[config.mk]
export PLATFORM = sky130hd
export DESIGN_NAME = mhot_ring_seq
export DESIGN_NICKNAME = d
export VERILOG_FILES = /design/src/rtl/mhot_ring_pkg.sv /design/src/rtl/mhot_ring_reg.sv /design/src/rtl/mhot_ring_decode.sv /design/src/rtl/mhot_ring_monitor.sv /design/src/rtl/mhot_ring_seq.sv
export SDC_FILE = /design/constraint.sdc
export NUM_CORES = 1
export LEC_CHECK = 0
export BUFFER_PORTS_ARGS = -buffer_cell sky130_fd_sc_hd__buf_4
export CAP_MARGIN = 5
export CORE_ASPECT_RATIO = 1.1
export CORE_UTILIZATION = 32
export CTS_BUF_LIST = sky130_fd_sc_hd__clkbuf_8 sky130_fd_sc_hd__clkbuf_16
export CTS_CLUSTER_SIZE = 12
export DETAILED_ROUTE_END_ITERATION = 16
export GPL_ROUTABILITY_DRIVEN = 0
export PLACE_DENSITY_LB_ADDON = 0.15
export SYNTH_ARGS = -nofsm -noshare
export SYNTH_HDL_FRONTEND = slang
export SYNTH_HIERARCHICAL = 1
export SYNTH_SLANG_ARGS = --single-unit
[constraint.sdc]
create_clock -name clk_i -period 2.85 [get_ports clk_i]
set_input_delay 0.285 -clock clk_i [delete_from_list [all_inputs] [get_ports clk_i]]
set_output_delay 0.285 -clock clk_i [all_outputs]
set_load 0.005 [all_outputs]
[src/rtl/mhot_ring_pkg.sv]
package mhot_ring_pkg;
  localparam int unsigned RING_DEF_STATES = 8;

  function automatic int unsigned ring_cnt_w(input int unsigned bits);
    return $clog2(bits + 1);
  endfunction
endpackage

[src/rtl/mhot_ring_reg.sv]
module mhot_ring_reg #(
  parameter int unsigned W = 7
) (
  input  logic         clk_i,
  input  logic         rst_ni,
  input  logic         en_i,
  input  logic [W-1:0] upset_i,
  output logic [W-1:0] q_o
);
  logic [W-1:0] q_q, q_d;
  logic         empty;

  assign empty = ~|q_q;

  always_comb begin
    q_d = q_q;
    if (|upset_i)  q_d = q_q ^ upset_i;
    else if (en_i) q_d = {q_q[W-2:0], empty};  // top stage drops out, no feedback
  end

  always_ff @(posedge clk_i or negedge rst_ni) begin
    if (!rst_ni) q_q <= '0;
    else         q_q <= q_d;
  end

  assign q_o = q_q;

  assert_hold_R4: assert property (@(posedge clk_i) disable iff (!rst_ni)
    (!en_i && upset_i == '0) |=> $stable(q_q));

  assert_no_growth_R7: assert property (@(posedge clk_i) disable iff (!rst_ni)
    (en_i && upset_i == '0 && q_q != '0) |=> ($countones(q_q) <= $countones($past(q_q))));

  assert_empty_restart_R8: assert property (@(posedge clk_i) disable iff (!rst_ni)
    (en_i && upset_i == '0 && q_q == '0) |=> (q_q[0] && $countones(q_q) == 1));
endmodule

[src/rtl/mhot_ring_decode.sv]
module mhot_ring_decode #(
  parameter int unsigned N = 8,
  localparam int unsigned W = N - 1
) (
  input  logic [W-1:0] q_i,
  output logic [N-1:0] dec_o
);
  assign dec_o[0] = ~|q_i;

  for (genvar k = 1; k < N; k++) begin : g_dec
    assign dec_o[k] = q_i[k-1];
  end
endmodule

[src/rtl/mhot_ring_monitor.sv]
module mhot_ring_monitor
  import mhot_ring_pkg::*;
#(
  parameter int unsigned W = 7,
  localparam int unsigned CW = ring_cnt_w(W)
) (
  input  logic [W-1:0] q_i,
  output logic         multi_o
);
  logic [CW-1:0] cnt;

  always_comb begin
    cnt = '0;
    for (int i = 0; i < int'(W); i++) cnt = cnt + CW'(q_i[i]);
  end

  assign multi_o = (cnt > CW'(1));
endmodule

[src/rtl/mhot_ring_seq.sv]
module mhot_ring_seq
  import mhot_ring_pkg::*;
#(
  parameter int unsigned NUM_STATES = RING_DEF_STATES
) (
  input  logic                  clk_i,
  input  logic                  rst_ni,
  input  logic                  en_i,
  input  logic [NUM_STATES-2:0] upset_i,
  output logic [NUM_STATES-1:0] state_o,
  output logic                  recover_o
);
  localparam int unsigned W = NUM_STATES - 1;

  logic [W-1:0] ring_q;

  mhot_ring_reg #(.W(W)) u_reg (
    .clk_i   (clk_i),
    .rst_ni  (rst_ni),
    .en_i    (en_i),
    .upset_i (upset_i),
    .q_o     (ring_q)
  );

  mhot_ring_decode #(.N(NUM_STATES)) u_dec (
    .q_i   (ring_q),
    .dec_o (state_o)
  );

  mhot_ring_monitor #(.W(W)) u_mon (
    .q_i     (ring_q),
    .multi_o (recover_o)
  );

  assert_advance_R3: assert property (@(posedge clk_i) disable iff (!rst_ni)
    (en_i && upset_i == '0 && !recover_o) |=>
      (state_o == {$past(state_o[NUM_STATES-2:0]), $past(state_o[NUM_STATES-1])}));

  assert_healthy_onehot_R2: assert property (@(posedge clk_i) disable iff (!rst_ni)
    !recover_o |-> $onehot(state_o));

  assert_flag_multi_R6: assert property (@(posedge clk_i) disable iff (!rst_ni)
    ($countones(state_o[NUM_STATES-1:1]) > 1) |-> recover_o);

  assert_flag_single_R6: assert property (@(posedge clk_i) disable iff (!rst_ni)
    ($countones(state_o[NUM_STATES-1:1]) <= 1) |-> !recover_o);

  always_comb begin
    if (!rst_ni) assert_reset_state_R1: assert (state_o == NUM_STATES'(1) && !recover_o);
  end
endmodule

## Yosys cells after proc, flatten, opt, wreduce, memory -nomap -nowiden

Index checks and enable logic that the tools add are counted.
W data, S select, Z words.

| word-level totals | value |
|---|---|
| word-level logic and storage cells | 15 |
| bits in registers | 7 |

| cells by class | value |
|---|---|
| add/subtract/negate cells | 6 |
| reductions and logical operators | 4 |
| magnitude comparators | 1 |
| muxes and demuxes | 2 |
| bitwise gates (word level) | 1 |

Operators by type and width:

| operator | count |
|---|---|
| $add A3 B1 Y3 | 5 |
| $mux W7 | 2 |
| $reduce_or A7 Y1 | 2 |
| $xor A7 B7 Y7 | 1 |
| $gt A3 B1 Y1 const B | 1 |
| $add A1 B1 Y2 | 1 |
| $reduce_bool A2 Y1 | 1 |
| $logic_not A1 Y1 | 1 |

## Longest topological paths before layout

Gate-level depths: netlist of run 1.

| depth | value |
|---|---|
| word-level depth | 7 |
| depth in mapped cells | 7 |
| gate-level depth less buffers | 7 |

## Cells and area by module

Netlist of run 1, hierarchy kept.

Modules (own cells, without submodules):

| module | cells each | times used | sequential area each (µm²) | area an instance (µm²) |
|---|---|---|---|---|
| mhot_ring_reg | 39 | 1 | 175.2 | 387.9 |
| mhot_ring_monitor | 12 | 1 | 0.0 | 118.9 |
| mhot_ring_decode | 9 | 1 | 0.0 | 72.6 |

## Least setup slack after synthesis of run 1

Ideal clock, no wire load.

| timing | value |
|---|---|
| path type | register to output |
| start | register u_reg.q_q[2], in the netlist u_reg/q_o[2] |
| end | output port recover_o |
| stages on the path, launching flop included | 8 |
| path buffers | 0 |
| slack | 0.392 ns |
| data arrival time | 2.173 ns |
| path through | dfrtp_1 > fa_1 > inv_1 > fa_1 > nand2b_1 > fa_1 > xor2_1 > nand2_1 |

| on the way | value |
|---|---|
| longest elaborated chain between the ends | 6 |

Ends and longest elaborated chain:

| what | RTL line | text |
|---|---|---|
| from (decl) | mhot_ring_reg.sv:10 | `logic [W-1:0] q_q, q_d;` |
| from (signal assigned) | mhot_ring_reg.sv:23 | `else q_q <= q_d;` |
| $add A3 B1 Y3 (5 in a row) | mhot_ring_monitor.sv:14 | `for (int i = 0; i < int'(W); i++) cnt = cnt + CW'(q_i[i]);` |
| $gt A3 B1 Y1 | mhot_ring_monitor.sv:17 | `assign multi_o = (cnt > CW'(1));` |
| to (decl) | mhot_ring_seq.sv:11 | `output logic recover_o` |

Every way passes these cells.

## Final worst setup path of run 1

| timing | value |
|---|---|
| start | register u_reg.q_q[3], in the netlist u_reg/q_o[3] |
| end | output port recover_o |

| on the way | value |
|---|---|
| longest elaborated chain between the ends | 5 |

Ends and longest elaborated chain:

| what | RTL line |
|---|---|
| $add A3 B1 Y3 (4 in a row) | mhot_ring_monitor.sv:14 |
| $gt A3 B1 Y1 | mhot_ring_monitor.sv:17 |

Every way passes these cells.

==> results of run 1 <==
## repair_timing
item	CTS	global route
resized for setup	2	1
endpoints found under the setup margin	1	1
gates cloned	0	0
pin swaps	0	2
hold buffers	1	0
hold endpoints to repair	7	0
## worst paths after layout
kind,from,endpoint,depth (start not counted)
worst max-delay path,u_reg/q_o[3],recover_o,7
worst max register to register,u_reg/q_o[2],u_reg/q_o[0],4
max in group asynchronous,rst_ni,u_reg/q_o[5],2
worst min register to register,u_reg/q_o[5],u_reg/q_o[6],2
worst min-delay path,upset_i[5],u_reg/q_o[5],2
min in group asynchronous,rst_ni,u_reg/q_o[1],2
## layout by cell type, fill, tap and decap left out, types with 2 or more instances in the layout
| cell type | Yosys | final |
|---|---|---|
| fa_1 | 3 | 2 |
| inv_1 | 10 | 11 |
| nand3_1 | 6 | 6 |
| buf_4 | 7 | 20 |
| dfrtp_1 | 7 | 6 |
| clkbuf_8 | 0 | 3 |
| o311ai_1 | 6 | 6 |
| nand2_1 | 7 | 7 |
| ha_1 | 2 | 2 |
## layout make-up
type | count | area, µm² | share of cell area (%)
multi-input combinational | 36 | 324 | 42.4
sequential | 7 | 176 | 23.1
timing repair buffer | 21 | 160 | 20.9
clock buffer | 3 | 41.3 | 5.40
inverter | 10 | 37.5 | 4.91
tap | 17 | 21.3 | 2.78
clock inverter | 1 | 3.75 | 0.491
## power by group through the flow
stage / registers [µW] / logic [µW] / clock network (µW)
floorplan: 150 / 165 / 0
global placement: 158 / 249 / 0
detailed placement: 160 / 257 / 0
CTS: 159 / 263 / 140
global route: 163 / 311 / 144
finish: 159 / 272 / 138
## Yosys cell counts, drive strengths merged
master	instances
nor4b	1
inv	10
nand4	1
ha	2
nand2	7
dfrtp	7
nand2b	1
xor2	1
nor3	1
nand3	6
or4	1
nor4	3
o311ai	6
xnor2	1
fa	3
and2	1
o21ai	1
buf	7
## per-stage QoR
stage          TNS [ns]  worst slack [ns]
6_report              0            0.0592
5_1_grt        -0.00252          -0.00252
4_1_cts               0            0.0182
3_5_place_dp          0             0.224
3_3_place_gp          0             0.267
2_1_floorplan         0             0.392
## layer usage
layer / share of wire (%) / wire length (µm)
met2: 53 / 668
met3: 4.4 / 56
met4: 3.4 / 43
met5: 0 / 0
met1: 39 / 490
## kinds of logic (layout without fill, tap and decap cells)
logic type / after synthesis / count (layout) / synth area share (%)
adders and majority gates: 5 / 5 / 14.7
buffers and inverters: 17 / 35 / 15.6
DFF: 7 / 7 / 30.2
AOI/OAI and AO/OA: 7 / 7 / 9.93
and+or+nand+nor: 22 / 22 / 26.6
xor gates and xnor gates: 2 / 2 / 3.02
## worst register-to-register path, delay by kind of cell, from the launching register on
kind / cells / cell delay, ns
AO/OA/AOI/OAI: 1 / 0.11
buffers and inverters: 1 / 0.16
AND/OR/NAND/NOR: 2 / 0.39
flip-flops: 1 / 0.40
==> impl_metrics.env, run 1 <==
export IMPL_outcome="finished clean"
export IMPL_yosysTopAreaCellShare_pct=30.2
export IMPL_power_leakage_uw=0.000361
export IMPL_detail_route_wirelength_um=1260
export IMPL_drt_vias_per_instance=5.38
export IMPL_drcViolationCount=0
export IMPL_largest_buffer_count_on_any_clock_path=2
export IMPL_die_width_um=42.6
export IMPL_synth_area_um2=579
export IMPL_cts_buffers_inserted=3
export IMPL_arrival_ns=2.51
export IMPL_dp_cells=90
export IMPL_p_per_area_nw_per_um2=744
export IMPL_global_route_usage_met3_pct=1.18
export IMPL_placeableCoreArea_um2=1630
export IMPL_grt_met1_usage_pct=15.4
export IMPL_worst_slew_pin_transition_ns=0.443
export IMPL_drt_antenna_violating_nets=0
export IMPL_area_growth_synth_to_final_pct=32.0
export IMPL_tritoncts="done"
export IMPL_synthDominantAreaCellType="dfrtp_1"
export IMPL_power_combinational_fraction_pct=47.9
export IMPL_grt_antenna_before_repair=0
export IMPL_instances_no_fill=95
export IMPL_yosys_cell_types_count=20
export IMPL_filler_cells=160
export IMPL_fin_area_um2=764
export IMPL_slew_headroom_pct=70.2
export IMPL_critical_path_endpoint_type="output port"
export IMPL_num_vias=511
export IMPL_design_portCount=19
export IMPL_route_detailed_wl_per_inst_um=13.3
export IMPL_timing_critical_path_from_type="register"
export IMPL_netlist_instances=60
export IMPL_setup_viol=0
export IMPL_hold_violations=0
export IMPL_grt_max_degree=9
export IMPL_rrSetupSlack_ns=1.73
export IMPL_htree_levels=1
export IMPL_worst_setup_path_type="register to output port"
export IMPL_power_uw=569
export IMPL_fin_crit_ns=2.79
export IMPL_cts_root_buf="clkbuf_8"
export IMPL_flip_flop_count_of_the_largest_register_after_layout=7
export IMPL_path_delay_family="adder cells"
export IMPL_grt_ovfl_total=0
export IMPL_insertedDiodeCount=0
export IMPL_power_ir_vdd_worst_uv=419
export IMPL_drtPass1Iterations=5
export IMPL_postCtsSetupBuffers=0
export IMPL_maxCapViolations=0
export IMPL_yosysWarningCount=6
export IMPL_critical_path_slowest_cell="fa_1"
export IMPL_grt_pass1_wl_um=1990
export IMPL_finClkSkew_ns=0.00480
export IMPL_hpwl_um=962
export IMPL_synth_area_per_cell_um2=9.66
export IMPL_critical_path_max_stage_delay_ns=0.54
export IMPL_path_clk_slew_ns=0.04
export IMPL_start_util_pct=35.5
export IMPL_placedInstanceArea_um2=698
export IMPL_hold_worst_slack_ns=0.301
export IMPL_crit_path_max_fanout=2
export IMPL_worst_path_buf_inv=2
export IMPL_rows=15
export IMPL_postSynthNetCount=75
export IMPL_dieHeight_um=46.6
export IMPL_share_clk_of_total_power_pct=24.2
export IMPL_grt_util_all_layers_pct=14.7
export IMPL_p_sw_share_pct=34.4
export IMPL_clk_latency_ns=0.23
export IMPL_grt_pass1_vias=475
export IMPL_layout_core_utilization_pct=46.8
export IMPL_detail_route_iter0_violations=7
export IMPL_critical_path_cell_chain="fa_1 -> inv_1 -> fa_1 -> nand2b_4 -> fa_2 -> nand2_1 -> buf_4"
export IMPL_grt_most_used_layer="met2"
export IMPL_critical_path_required_ns=2.57
export IMPL_worst_hold_path_type="input pin to register"
export IMPL_fp_dieArea_um2=1980
export IMPL_synth_ff_latch_count=7
export IMPL_clkSinkCount=7
export IMPL_synth_seq_area_share_pct=30.2
export IMPL_finalCritPeriodShare_pct=97.9
export IMPL_final_net_count=94
export IMPL_power_net_switching_uw=195
export IMPL_p_int_uw=373
export IMPL_place_port_buffers=18
export IMPL_synth_area_leaders="dfrtp_1 30%, fa_1 10%, buf_4 9.1%, o311ai_1 9.1%, inv_1 6.5%"
export IMPL_timing_fmax_mhz=358
export IMPL_seq_power_share_pct=27.9
export IMPL_globalRouteMet2Util_pct=25.8
export IMPL_drive_gt1_share_pct=38.5
export IMPL_timing_critical_path_mode_cell="fa_1"
export IMPL_finalMaxSlewViolations=0
Power figures use the tool's default switching activity.
==> run 2: changes to the inputs <==
--- a/config.mk
+++ b/config.mk
@@ -5,15 +5,18 @@
 export SDC_FILE = /design/constraint.sdc
 export NUM_CORES = 1
 export LEC_CHECK = 0
+export ABC_AREA = 0
 export BUFFER_PORTS_ARGS = -buffer_cell sky130_fd_sc_hd__buf_4
 export CAP_MARGIN = 5
+export CELL_PAD_IN_SITES_DETAIL_PLACEMENT = 1
+export CELL_PAD_IN_SITES_GLOBAL_PLACEMENT = 2
 export CORE_ASPECT_RATIO = 1.1
-export CORE_UTILIZATION = 32
+export CORE_UTILIZATION = 28
 export CTS_BUF_LIST = sky130_fd_sc_hd__clkbuf_8 sky130_fd_sc_hd__clkbuf_16
 export CTS_CLUSTER_SIZE = 12
 export DETAILED_ROUTE_END_ITERATION = 16
 export GPL_ROUTABILITY_DRIVEN = 0
-export PLACE_DENSITY_LB_ADDON = 0.15
+export PLACE_DENSITY_LB_ADDON = 0.25
 export SYNTH_ARGS = -nofsm -noshare
 export SYNTH_HDL_FRONTEND = slang
 export SYNTH_HIERARCHICAL = 1
==> run 2 against run 1 <==
Compared with the run above:
- cell count increased by 12%
- clock power down 4%
- global-route usage is 0.73 points lower
- design area grew 2.8%
- first-iteration DRC count decreased by 57%
- clock-buffer cell count did not move
- clock skew decreased by 0.0047 ns
- sequential share of layout area down 0.47 points
- routed wire length increased by 4.4%
- power is 0.46% higher
- register-to-register slack hardly changed
- combinational power up 4%
- critical endpoint unchanged
- largest power group unchanged
==> impl_metrics.env, run 2 (same netlist as run 1, synthesis figures left out) <==
export IMPL_outcome="finished clean"
export IMPL_critical_path_required_ns=2.57
export IMPL_p_int_uw=377
export IMPL_slew_headroom_pct=69.1
export IMPL_grt_most_used_layer="met2"
export IMPL_global_route_usage_met3_pct=4.40
export IMPL_dieHeight_um=49.7
export IMPL_clkSinkCount=7
export IMPL_insertedDiodeCount=0
export IMPL_grt_pass1_vias=508
export IMPL_power_ir_vdd_worst_uv=387
export IMPL_final_common_cell="buf_4"
export IMPL_placeableCoreArea_um2=1860
export IMPL_rows=16
export IMPL_cts_buffers_inserted=3
export IMPL_detail_route_iter0_violations=3
export IMPL_place_port_buffers=18
export IMPL_route_detailed_wl_per_inst_um=12.4
export IMPL_globalRouteMet2Util_pct=22.2
export IMPL_critical_path_cell_chain="fa_1 -> inv_1 -> fa_1 -> nand2b_4 -> fa_2 -> nand2_1 -> buf_4"
export IMPL_design_portCount=19
export IMPL_path_clk_slew_ns=0.04
export IMPL_arrival_ns=2.49
export IMPL_tritoncts="done"
export IMPL_p_per_area_nw_per_um2=727
export IMPL_worst_setup_path_type="register to output port"
export IMPL_critical_path_slowest_cell="fa_1"
export IMPL_fp_dieArea_um2=2260
export IMPL_finalMaxSlewViolations=0
export IMPL_grt_ovfl_total=0
export IMPL_share_clk_of_total_power_pct=23.2
export IMPL_drtPass1Iterations=4
export IMPL_power_leakage_uw=0.000363
export IMPL_grt_antenna_before_repair=0
export IMPL_grt_max_degree=9
export IMPL_final_net_count=95
export IMPL_drt_antenna_violating_nets=0
export IMPL_flip_flop_count_of_the_largest_register_after_layout=7
export IMPL_path_delay_family="adder cells"
export IMPL_die_width_um=45.4
export IMPL_crit_path_max_fanout=2
export IMPL_setup_viol=0
export IMPL_dp_cells=99
export IMPL_grt_pass1_wl_um=2330
export IMPL_reg2reg_from="u_reg/q_o[2]"
export IMPL_critical_path_max_stage_delay_ns=0.53
export IMPL_hpwl_um=1050
export IMPL_num_vias=512
export IMPL_drcViolationCount=0
export IMPL_grt_util_all_layers_pct=14.0
export IMPL_timing_critical_path_mode_cell="fa_1"
export IMPL_worst_hold_path_type="input pin to register"
export IMPL_fin_crit_ns=2.78
export IMPL_layout_core_utilization_pct=42.2
export IMPL_grt_met1_usage_pct=17.5
export IMPL_setup_total_negative_slack_ns=0
export IMPL_worst_slew_pin_transition_ns=0.461
export IMPL_p_sw_share_pct=34.0
export IMPL_rsz_0062_raised_after_global_routing="no"
export IMPL_power_uw=571
export IMPL_start_util_pct=31.1
export IMPL_drive_gt1_share_pct=40.5
export IMPL_htree_levels=1
export IMPL_power_net_switching_uw=194
export IMPL_cts_root_buf="clkbuf_8"
export IMPL_drt_vias_per_instance=4.83
export IMPL_timing_critical_path_from_type="register"
export IMPL_timing_fmax_mhz=360
export IMPL_finClkSkew_ns=0.0000971
export IMPL_hold_violations=0
export IMPL_seq_power_share_pct=27.3
export IMPL_critical_path_endpoint_type="output port"
export IMPL_largest_buffer_count_on_any_clock_path=2
export IMPL_worst_path_buf_inv=2
export IMPL_mostFrequentLayoutCells="21 x buf_4, 11 x inv_1, 7 x nand2_1, 6 x nand3_1, 6 x o311ai_1"
export IMPL_area_growth_synth_to_final_pct=35.6
export IMPL_detail_route_wirelength_um=1310
export IMPL_maxCapViolations=0
export IMPL_power_combinational_fraction_pct=49.6
export IMPL_instances_no_fill=106
export IMPL_finalCritPeriodShare_pct=97.4
export IMPL_crit_start="u_reg/q_o[2]"
export IMPL_clk_latency_ns=0.22
export IMPL_timing_hold_worst_start="upset_i[3]"
## run 2: changes by cell type in the layout (fill, tap and decap cells not counted), sizes merged
cell	before	now
buf	20	21
## run 2: area by class of cell
cell class | instances | area, µm²
inverters | 10 | 37.5
clock buffers | 3 | 41.3
well taps | 27 | 33.8
flip-flops and latches | 7 | 178
multi-input cells | 36 | 324
fillers | 231 | 1080
clock inverters | 1 | 3.75
repair buffers | 22 | 168
## run 2: worst paths after layout
kind	slack (ns)	depth (start not counted)	to
max	0.07	7	recover_o
max in group asynchronous	2.30	2	u_reg/q_o[2]
min in group asynchronous	0.42	2	u_reg/q_o[6]
min	0.31	2	u_reg/q_o[3]
min reg2reg	0.67	3	u_reg/q_o[0]
max reg2reg	1.72	4	u_reg/q_o[0]
## run 2: power groups by stage
stage	combinational (µW)	sequential [µW]	clock, µW
after floorplan	165	150	0
after global placement	243	160	0
after detailed placement	256	161	0
after CTS	275	155	138
after global routing	314	160	143
final	283	156	132
## run 2: layer usage
metal / vias up / share of wire, %
met5: - / 0
met4: 0 / 0
met3: 0 / 3.6
met2: 11 / 54
met1: 257 / 42
li1: 244 / -
## run 2: repair_timing
action,4_1_cts,5_1_grt
hold endpoints to repair,7,0
hold buffers,1,0
pin swaps,0,1
cloned,0,0
endpoints found under the setup margin,1,1
setup buffers,2,0
gates resized for setup,3,1
## run 2: metrics by stage
step,setup WS [ns],hold slack [ns],instance area [µm²]
global route,0.0178,0.326,786
floorplan,0.392,-0.0106,579
global placement,0.216,0.107,703
detailed placement,0.164,0.106,703
CTS,0.0108,0.312,778
finish,0.0740,0.313,786
